`src/rtl/secs_rtc_pkg.sv`:
```
package secs_rtc_pkg;

  localparam int ADDR_W = 5;
  localparam int DATA_W = 32;

  // Register byte offsets
  localparam logic [ADDR_W-1:0] OFS_ALARM  = 5'h00;
  localparam logic [ADDR_W-1:0] OFS_COUNT  = 5'h04;
  localparam logic [ADDR_W-1:0] OFS_TRIM   = 5'h08;
  localparam logic [ADDR_W-1:0] OFS_STATUS = 5'h10;

  // Status register bit positions
  localparam int ST_TICK_EN    = 3;
  localparam int ST_ALARM_EN   = 2;
  localparam int ST_TICK_FLAG  = 1;
  localparam int ST_ALARM_FLAG = 0;

  // Bit position of the trim field in the trim/divider register
  localparam int TRIM_LSB = 16;

  // Strobes from control to datapath
  typedef struct packed {
    logic wrAlarm;
    logic wrCount;
    logic wrTrim;
    logic wrStatus;
    logic tick;
  } rtcStrobes_t;

endpackage

```
`src/rtl/secs_rtc_prescaler.sv`:
```
module secs_rtc_prescaler #(
  parameter int DIV_W          = 16,
  parameter int TRIM_W         = 10,
  parameter int TRIM_SPAN_LOG2 = 10,
  parameter int DEFAULT_DIV    = 32767
) (
  input  logic              clk,
  input  logic              rst_n,
  input  logic              oscTick,
  input  logic              reload,
  input  logic [DIV_W-1:0]  divVal,
  input  logic [TRIM_W-1:0] trimVal,
  output logic              tickOut
);

  localparam int PER_W = ((DIV_W > TRIM_W) ? DIV_W : TRIM_W) + 1;

  logic [PER_W-1:0]          preCnt;
  logic [PER_W-1:0]          period;
  logic [DIV_W-1:0]          baseDiv;
  logic [TRIM_SPAN_LOG2-1:0] tickNum;
  logic                      lastSlot;
  logic                      periodDone;

  // A zero divider falls back to the default divisor
  assign baseDiv    = (divVal == '0) ? DIV_W'(DEFAULT_DIV) : divVal;
  // The final period of each trim span is stretched
  assign lastSlot   = &tickNum;
  assign period     = PER_W'(baseDiv) + (lastSlot ? PER_W'(trimVal) : '0);
  assign periodDone = (preCnt >= period);
  assign tickOut    = oscTick && periodDone && !reload;

  always_ff @(posedge clk or negedge rst_n) begin
    if (!rst_n) begin
      preCnt  <= '0;
      tickNum <= '0;
    end else if (reload) begin
      preCnt  <= '0;
      tickNum <= '0;
    end else if (oscTick) begin
      if (periodDone) begin
        preCnt  <= '0;
        tickNum <= tickNum + 1'b1;
      end else begin
        preCnt  <= preCnt + 1'b1;
      end
    end
  end

endmodule

```
`src/rtl/secs_rtc_ctrl.sv`:
```
module secs_rtc_ctrl
  import secs_rtc_pkg::*;
#(
  parameter int DIV_W          = 16,
  parameter int TRIM_W         = 10,
  parameter int TRIM_SPAN_LOG2 = 10,
  parameter int DEFAULT_DIV    = 32767
) (
  input  logic              clk,
  input  logic              rst_n,
  input  logic              oscTick,
  input  logic              regWr,
  input  logic [ADDR_W-1:0] regAddr,
  input  logic [DIV_W-1:0]  divVal,
  input  logic [TRIM_W-1:0] trimVal,
  output rtcStrobes_t       strb
);

  logic wrTrimStb;
  logic tickStb;

  assign wrTrimStb = regWr && (regAddr == OFS_TRIM);

  secs_rtc_prescaler #(
    .DIV_W         (DIV_W),
    .TRIM_W        (TRIM_W),
    .TRIM_SPAN_LOG2(TRIM_SPAN_LOG2),
    .DEFAULT_DIV   (DEFAULT_DIV)
  ) prescaler (
    .clk    (clk),
    .rst_n  (rst_n),
    .oscTick(oscTick),
    .reload (wrTrimStb),
    .divVal (divVal),
    .trimVal(trimVal),
    .tickOut(tickStb)
  );

  always_comb begin
    strb.wrAlarm  = regWr && (regAddr == OFS_ALARM);
    strb.wrCount  = regWr && (regAddr == OFS_COUNT);
    strb.wrTrim   = wrTrimStb;
    strb.wrStatus = regWr && (regAddr == OFS_STATUS);
    strb.tick     = tickStb;
  end

endmodule

```
`src/rtl/secs_rtc_dp.sv`:
```
module secs_rtc_dp
  import secs_rtc_pkg::*;
#(
  parameter int CNT_W  = 32,
  parameter int DIV_W  = 16,
  parameter int TRIM_W = 10
) (
  input  logic              clk,
  input  logic              rst_n,
  input  rtcStrobes_t       strb,
  input  logic [ADDR_W-1:0] regAddr,
  input  logic [DATA_W-1:0] regWdata,
  output logic [DATA_W-1:0] regRdata,
  output logic [CNT_W-1:0]  alarmQ,
  output logic [CNT_W-1:0]  countQ,
  output logic [DIV_W-1:0]  divQ,
  output logic [TRIM_W-1:0] trimQ,
  output logic [3:0]        statusQ,
  output logic              tickIrq,
  output logic              alarmIrq
);

  logic tickEn, alarmEn, tickFlag, alarmFlag;
  logic matchNow, matchQ, matchRise;
  logic clrTick, clrAlarm;

  assign matchNow  = (countQ == alarmQ);
  assign matchRise = matchNow && !matchQ;
  assign clrTick   = strb.wrStatus && regWdata[ST_TICK_FLAG];
  assign clrAlarm  = strb.wrStatus && regWdata[ST_ALARM_FLAG];

  // Alarm, counter and trim/divider storage
  always_ff @(posedge clk or negedge rst_n) begin
    if (!rst_n) begin
      alarmQ <= '0;
      countQ <= '0;
      divQ   <= '0;
      trimQ  <= '0;
    end else begin
      if (strb.wrAlarm) alarmQ <= regWdata[CNT_W-1:0];
      if (strb.wrCount)   countQ <= regWdata[CNT_W-1:0];
      else if (strb.tick) countQ <= countQ + 1'b1;
      if (strb.wrTrim) begin
        divQ  <= regWdata[DIV_W-1:0];
        trimQ <= regWdata[TRIM_LSB +: TRIM_W];
      end
    end
  end

  // Status: enables and sticky flags, set beats clear
  always_ff @(posedge clk or negedge rst_n) begin
    if (!rst_n) begin
      tickEn    <= 1'b0;
      alarmEn   <= 1'b0;
      tickFlag  <= 1'b0;
      alarmFlag <= 1'b0;
      matchQ    <= 1'b1;
    end else begin
      matchQ <= matchNow;
      if (strb.wrStatus) begin
        tickEn  <= regWdata[ST_TICK_EN];
        alarmEn <= regWdata[ST_ALARM_EN];
      end
      tickFlag  <= strb.tick || (tickFlag && !clrTick);
      alarmFlag <= matchRise || (alarmFlag && !clrAlarm);
    end
  end

  always_comb begin
    statusQ                = '0;
    statusQ[ST_TICK_EN]    = tickEn;
    statusQ[ST_ALARM_EN]   = alarmEn;
    statusQ[ST_TICK_FLAG]  = tickFlag;
    statusQ[ST_ALARM_FLAG] = alarmFlag;
  end

  assign tickIrq  = tickFlag && tickEn;
  assign alarmIrq = alarmFlag && alarmEn;

  // Combinational read mux
  always_comb begin
    regRdata = '0;
    case (regAddr)
      OFS_ALARM:  regRdata[CNT_W-1:0] = alarmQ;
      OFS_COUNT:  regRdata[CNT_W-1:0] = countQ;
      OFS_TRIM: begin
        regRdata[DIV_W-1:0]           = divQ;
        regRdata[TRIM_LSB +: TRIM_W]  = trimQ;
      end
      OFS_STATUS: regRdata[3:0]       = statusQ;
      default:    regRdata            = '0;
    endcase
  end

endmodule

```
`src/rtl/secs_rtc.sv`:
```
module secs_rtc
  import secs_rtc_pkg::*;
#(
  parameter int CNT_W          = 32,
  parameter int DIV_W          = 16,
  parameter int TRIM_W         = 10,
  parameter int TRIM_SPAN_LOG2 = 10,
  parameter int DEFAULT_DIV    = 32767
) (
  input  logic              clk,
  input  logic              rst_n,
  input  logic              oscTick,
  input  logic              regWr,
  input  logic [ADDR_W-1:0] regAddr,
  input  logic [DATA_W-1:0] regWdata,
  output logic [DATA_W-1:0] regRdata,
  output logic              tickIrq,
  output logic              alarmIrq
);

  rtcStrobes_t       strb;
  logic [CNT_W-1:0]  alarmQ;
  logic [CNT_W-1:0]  countQ;
  logic [DIV_W-1:0]  divQ;
  logic [TRIM_W-1:0] trimQ;
  logic [3:0]        statusQ;

  secs_rtc_ctrl #(
    .DIV_W         (DIV_W),
    .TRIM_W        (TRIM_W),
    .TRIM_SPAN_LOG2(TRIM_SPAN_LOG2),
    .DEFAULT_DIV   (DEFAULT_DIV)
  ) ctrl (
    .clk    (clk),
    .rst_n  (rst_n),
    .oscTick(oscTick),
    .regWr  (regWr),
    .regAddr(regAddr),
    .divVal (divQ),
    .trimVal(trimQ),
    .strb   (strb)
  );

  secs_rtc_dp #(
    .CNT_W (CNT_W),
    .DIV_W (DIV_W),
    .TRIM_W(TRIM_W)
  ) dp (
    .clk     (clk),
    .rst_n   (rst_n),
    .strb    (strb),
    .regAddr (regAddr),
    .regWdata(regWdata),
    .regRdata(regRdata),
    .alarmQ  (alarmQ),
    .countQ  (countQ),
    .divQ    (divQ),
    .trimQ   (trimQ),
    .statusQ (statusQ),
    .tickIrq (tickIrq),
    .alarmIrq(alarmIrq)
  );

endmodule

```
`config.mk`:
```
export PLATFORM = sky130hd
export DESIGN_NAME = secs_rtc
export DESIGN_NICKNAME = d
export VERILOG_FILES = /design/src/rtl/secs_rtc_pkg.sv /design/src/rtl/secs_rtc_prescaler.sv /design/src/rtl/secs_rtc_ctrl.sv /design/src/rtl/secs_rtc_dp.sv /design/src/rtl/secs_rtc.sv
export SDC_FILE = /design/constraint.sdc
export NUM_CORES = 1
export LEC_CHECK = 0
export BUFFER_PORTS_ARGS = -buffer_cell sky130_fd_sc_hd__buf_2
export CORE_AREA = 4 4 156 158
export CTS_CLUSTER_SIZE = 12
export DETAILED_ROUTE_END_ITERATION = 8
export DIE_AREA = 0 0 160 162
export MAX_ROUTING_LAYER = met4
export PLACE_DENSITY = 0.55
export SLEW_MARGIN = 20
export SYNTH_ARGS = -nofsm -noshare
export SYNTH_HDL_FRONTEND = slang
export SYNTH_SLANG_ARGS = --single-unit
```
`constraint.sdc`:
```
create_clock -name clk -period 13.54 [get_ports clk]
set_input_delay 0 -clock clk [delete_from_list [all_inputs] [get_ports clk]]
set_output_delay 0 -clock clk [all_outputs]
set_load 0.02 [all_outputs]
```
==> reports/qor.csv <==
metric;value;unit
grt_pass1_wl;39200;um
synth.area.top_cells;dfrtp_1 (38%), nand2_1 (7.0%), mux2i_1 (4.9%), mux2_2 (4.8%), xor2_1 (4.7%);
synth_top_area_share;38.2;%
cts_buffer_depth;2;
cts_tree;yes;
num_vias;7013;
routed_wl;24700;um
fin_crit;5.58;ns
synth_cell_types;67;
antennaDiodeCount;0;
rows;56;
root_buffer;clkbuf_16;
setup_viol;0;
gp_congestion;0.889;
hold_depth;6;
core;0.0231;mm2
hold_class;primary input to flip-flop;
ys_seq_elements;122;
p_per_area;137;mW/mm2
placed_cells;1211;
path_clk_slew;0.06;ns
antenna_found_initial;0;
arrival;5.93;ns
clock_latency;0.42;ns
drt-wirelength-per-cell;19.3;um
yosysSeqAreaShare;38.5;%
rsz0062_at_grt;false;
vdd_drop_max;0.0821;mV
grt_max_degree;73;
clock-sinks;122;
stdcell_count;1278;
ios;75;
power.total;1300;uW
fin_crit_sh;41.2;%
first_iter_violations;428;
die_area;0.0259;mm2
slew-limit-headroom;29.5;%
fin_nets;1047;
crit_path_start_kind;flip-flop;
syn2layout_area_growth;19.9;%
initial_core_util;34.3;%
synth_top_cell_by_area;dfrtp_1;
overflow;0;
drc;0;
max_freq;0.179;GHz
numPortBuffers;74;
nFillCells;2288;
finalHoldViolCount;0;
cp_top_family;compound AO/OA/AOI/OAI gates;
synth_area;0.00793;mm2
worstSetupPathType;flip-flop to flip-flop;
syn_area_per_cell;9.00;um2
path_depth;17;
endpoint_kind;flip-flop;
crit_fanout;18;
multi_input_area;0.00464;mm2
reg2reg_depth;17;
max_cap_viol_count;0;
fin_worst_skew;0.0102;ns
timing.critical_path.buf_inv;0;
ant_nets;0;
synth_edf_count;0;
tightest_slew;1.06;ns
critical_path.cell_chain;nor4_1, nand4_1, nand2b_1, ha_1, a21o_1, a21oi_1, a31oi_1, a31o_2, a31oi_1, a22o_1, ha_1, a41o_1, a21oi_1, nor4_1, a21oi_1, o21ai_0, a31oi_1;
yosysWarnings;0;
status;completed;
viasPerCell;5.49;
cpPeakStageDelay;0.85;ns
synth_nets;953;
synthFlopType;dfrtp_1;
drtPass1Iterations;5;
die_x;160;um
p_leak;0.00441;uW
groute.usage.overall;19.8;%
crit_slowest_cell;a21oi_1;
die_y;162;um
grt_pass1_vias;6914;
post_cts_resize_count;0;
dpl.hpwl;17400;um
cp.required;13.89;ns
setup_tns;0;ns
cts_buffers;17;
cts.htree.levels;4;
synth_cells;881;
slew_violations;0;
async_reset_ff_share;100;%
register_area;0.00305;mm2
drive_above_1_share;18.0;%
post_cts_buffers;0;
registers in the layout, summed over array words and instances, names as in the netlist:
register	count
dp.alarmQ	32
dp.countQ	32
ctrl.prescaler.preCnt	17
dp.divQ	16
ctrl.prescaler.tickNum	10
dp.trimQ	10
dp.alarmEn	1
dp.alarmFlag	1
dp.matchQ	1
dp.tickEn	1
dp.tickFlag	1
worst min-delay path, stage by stage:
cell and delay [ns]:
buf_2 0.10, nor4b_1 0.05, buf_4 0.15, nand3_1 0.08, nand2_1 0.05, nand2_1 0.05
report_power, final:
| part | total [uW] | switching (uW) | internal [uW] |
|---|---|---|---|
| logic | 304 | 171 | 133 |
| clock network | 469 | 182 | 287 |
| registers | 525 | 94.4 | 431 |
layout by cell type (no fill, tap or decap), types with 6 or more instances in the layout:
master and n:
nor3b_1 7, a22oi_1 6, or4_1 10, nand4_1 14, nor3_1 10, ha_1 30
inv_1 16, or3_1 17, o21ai_1 7, xnor2_1 10, xor2_1 43, o31ai_1 10
a22o_1 9, clkbuf_16 17, mux2i_1 39, and3_1 11, dlygate4sd3_1 34, nand2b_1 12
dfrtp_1 121, buf_2 73, nand3_1 23, a31oi_1 23, nor2_1 58, mux2_2 34
nand2_1 147, o21ai_0 50, buf_4 9, a21o_1 6, nor4_1 14, a21oi_1 33
and2_1 21
final timing paths:
| kind | start | end | slack [ns] |
|---|---|---|---|
| max | dp.divQ[11]$_DFFE_PN0P_ | dp.countQ[29]$_DFFE_PN0P_ | 7.96 |
| min | regAddr[2] | dp.tickFlag$_DFF_PN0_ | 0.1 |
| max reg2reg | dp.divQ[11]$_DFFE_PN0P_ | dp.countQ[29]$_DFFE_PN0P_ | 7.96 |
| min reg2reg | dp.tickFlag$_DFF_PN0_ | dp.tickFlag$_DFF_PN0_ | 0.50 |
| max in group asynchronous | rst_n | dp.alarmQ[10]$_DFFE_PN0P_ | 11.90 |
| min in group asynchronous | rst_n | ctrl.prescaler.tickNum[5]$_DFFE_PN0P_ | 0.19 |
cell type report:
cell class                 instances  share of cell area, %
clock buffer                      20                   4.91
clock inverter                    12                   1.46
inverter                          16                  0.631
multi-input combinational        701                   48.8
sequential                       122                   32.1
tap                              290                   3.82
timing repair buffer             117                   8.25
metrics by stage:
stage               util (%)  hold slack (ns)  cell area [um2]  setup WS [ns]
floorplan                  -           -0.296             7930           8.91
global placement        37.0            0.107             8550           7.94
detailed placement      37.0            0.104             8550           7.87
CTS                     41.1           0.0850             9500           7.85
global route            41.1            0.134             9510           7.41
finish                  41.1           0.0951             9510           7.96
logic make-up after synthesis:
family | Yosys count | share of synthesized area [%]
flops | 122 | 38.5
mux | 73 | 9.75
xor+xnor | 53 | 5.85
compound gates | 174 | 14.3
simple gates | 370 | 23.5
buf+inv | 58 | 3.17
fa+ha+maj | 31 | 4.98
timing repair:
action / CTS / global route
hold buffers: 34 / 0
setup endpoints to repair: 0 / 0
hold endpoints to repair: 144 / 0
layer usage:
layer	GRT usage, %	part of all wire, %
met5	-	0
met4	7.12	3.2
met3	3.68	4.0
met2	31.5	47
met1	25.4	46
synth_stat cells, drive strengths merged, types with 16 or more instances:
| master | count |
|---|---|
| clkbuf | 21 |
| inv | 16 |
| and2 | 21 |
| xor2 | 43 |
| dfrtp | 121 |
| a21oi | 34 |
| nand3 | 23 |
| buf | 21 |
| nor2 | 60 |
| nand2 | 148 |
| mux2 | 34 |
| mux2i | 39 |
| or3 | 17 |
| o21ai | 57 |
| ha | 30 |
| a31oi | 23 |
No activity file was read; power rests on OpenSTA's default activity.
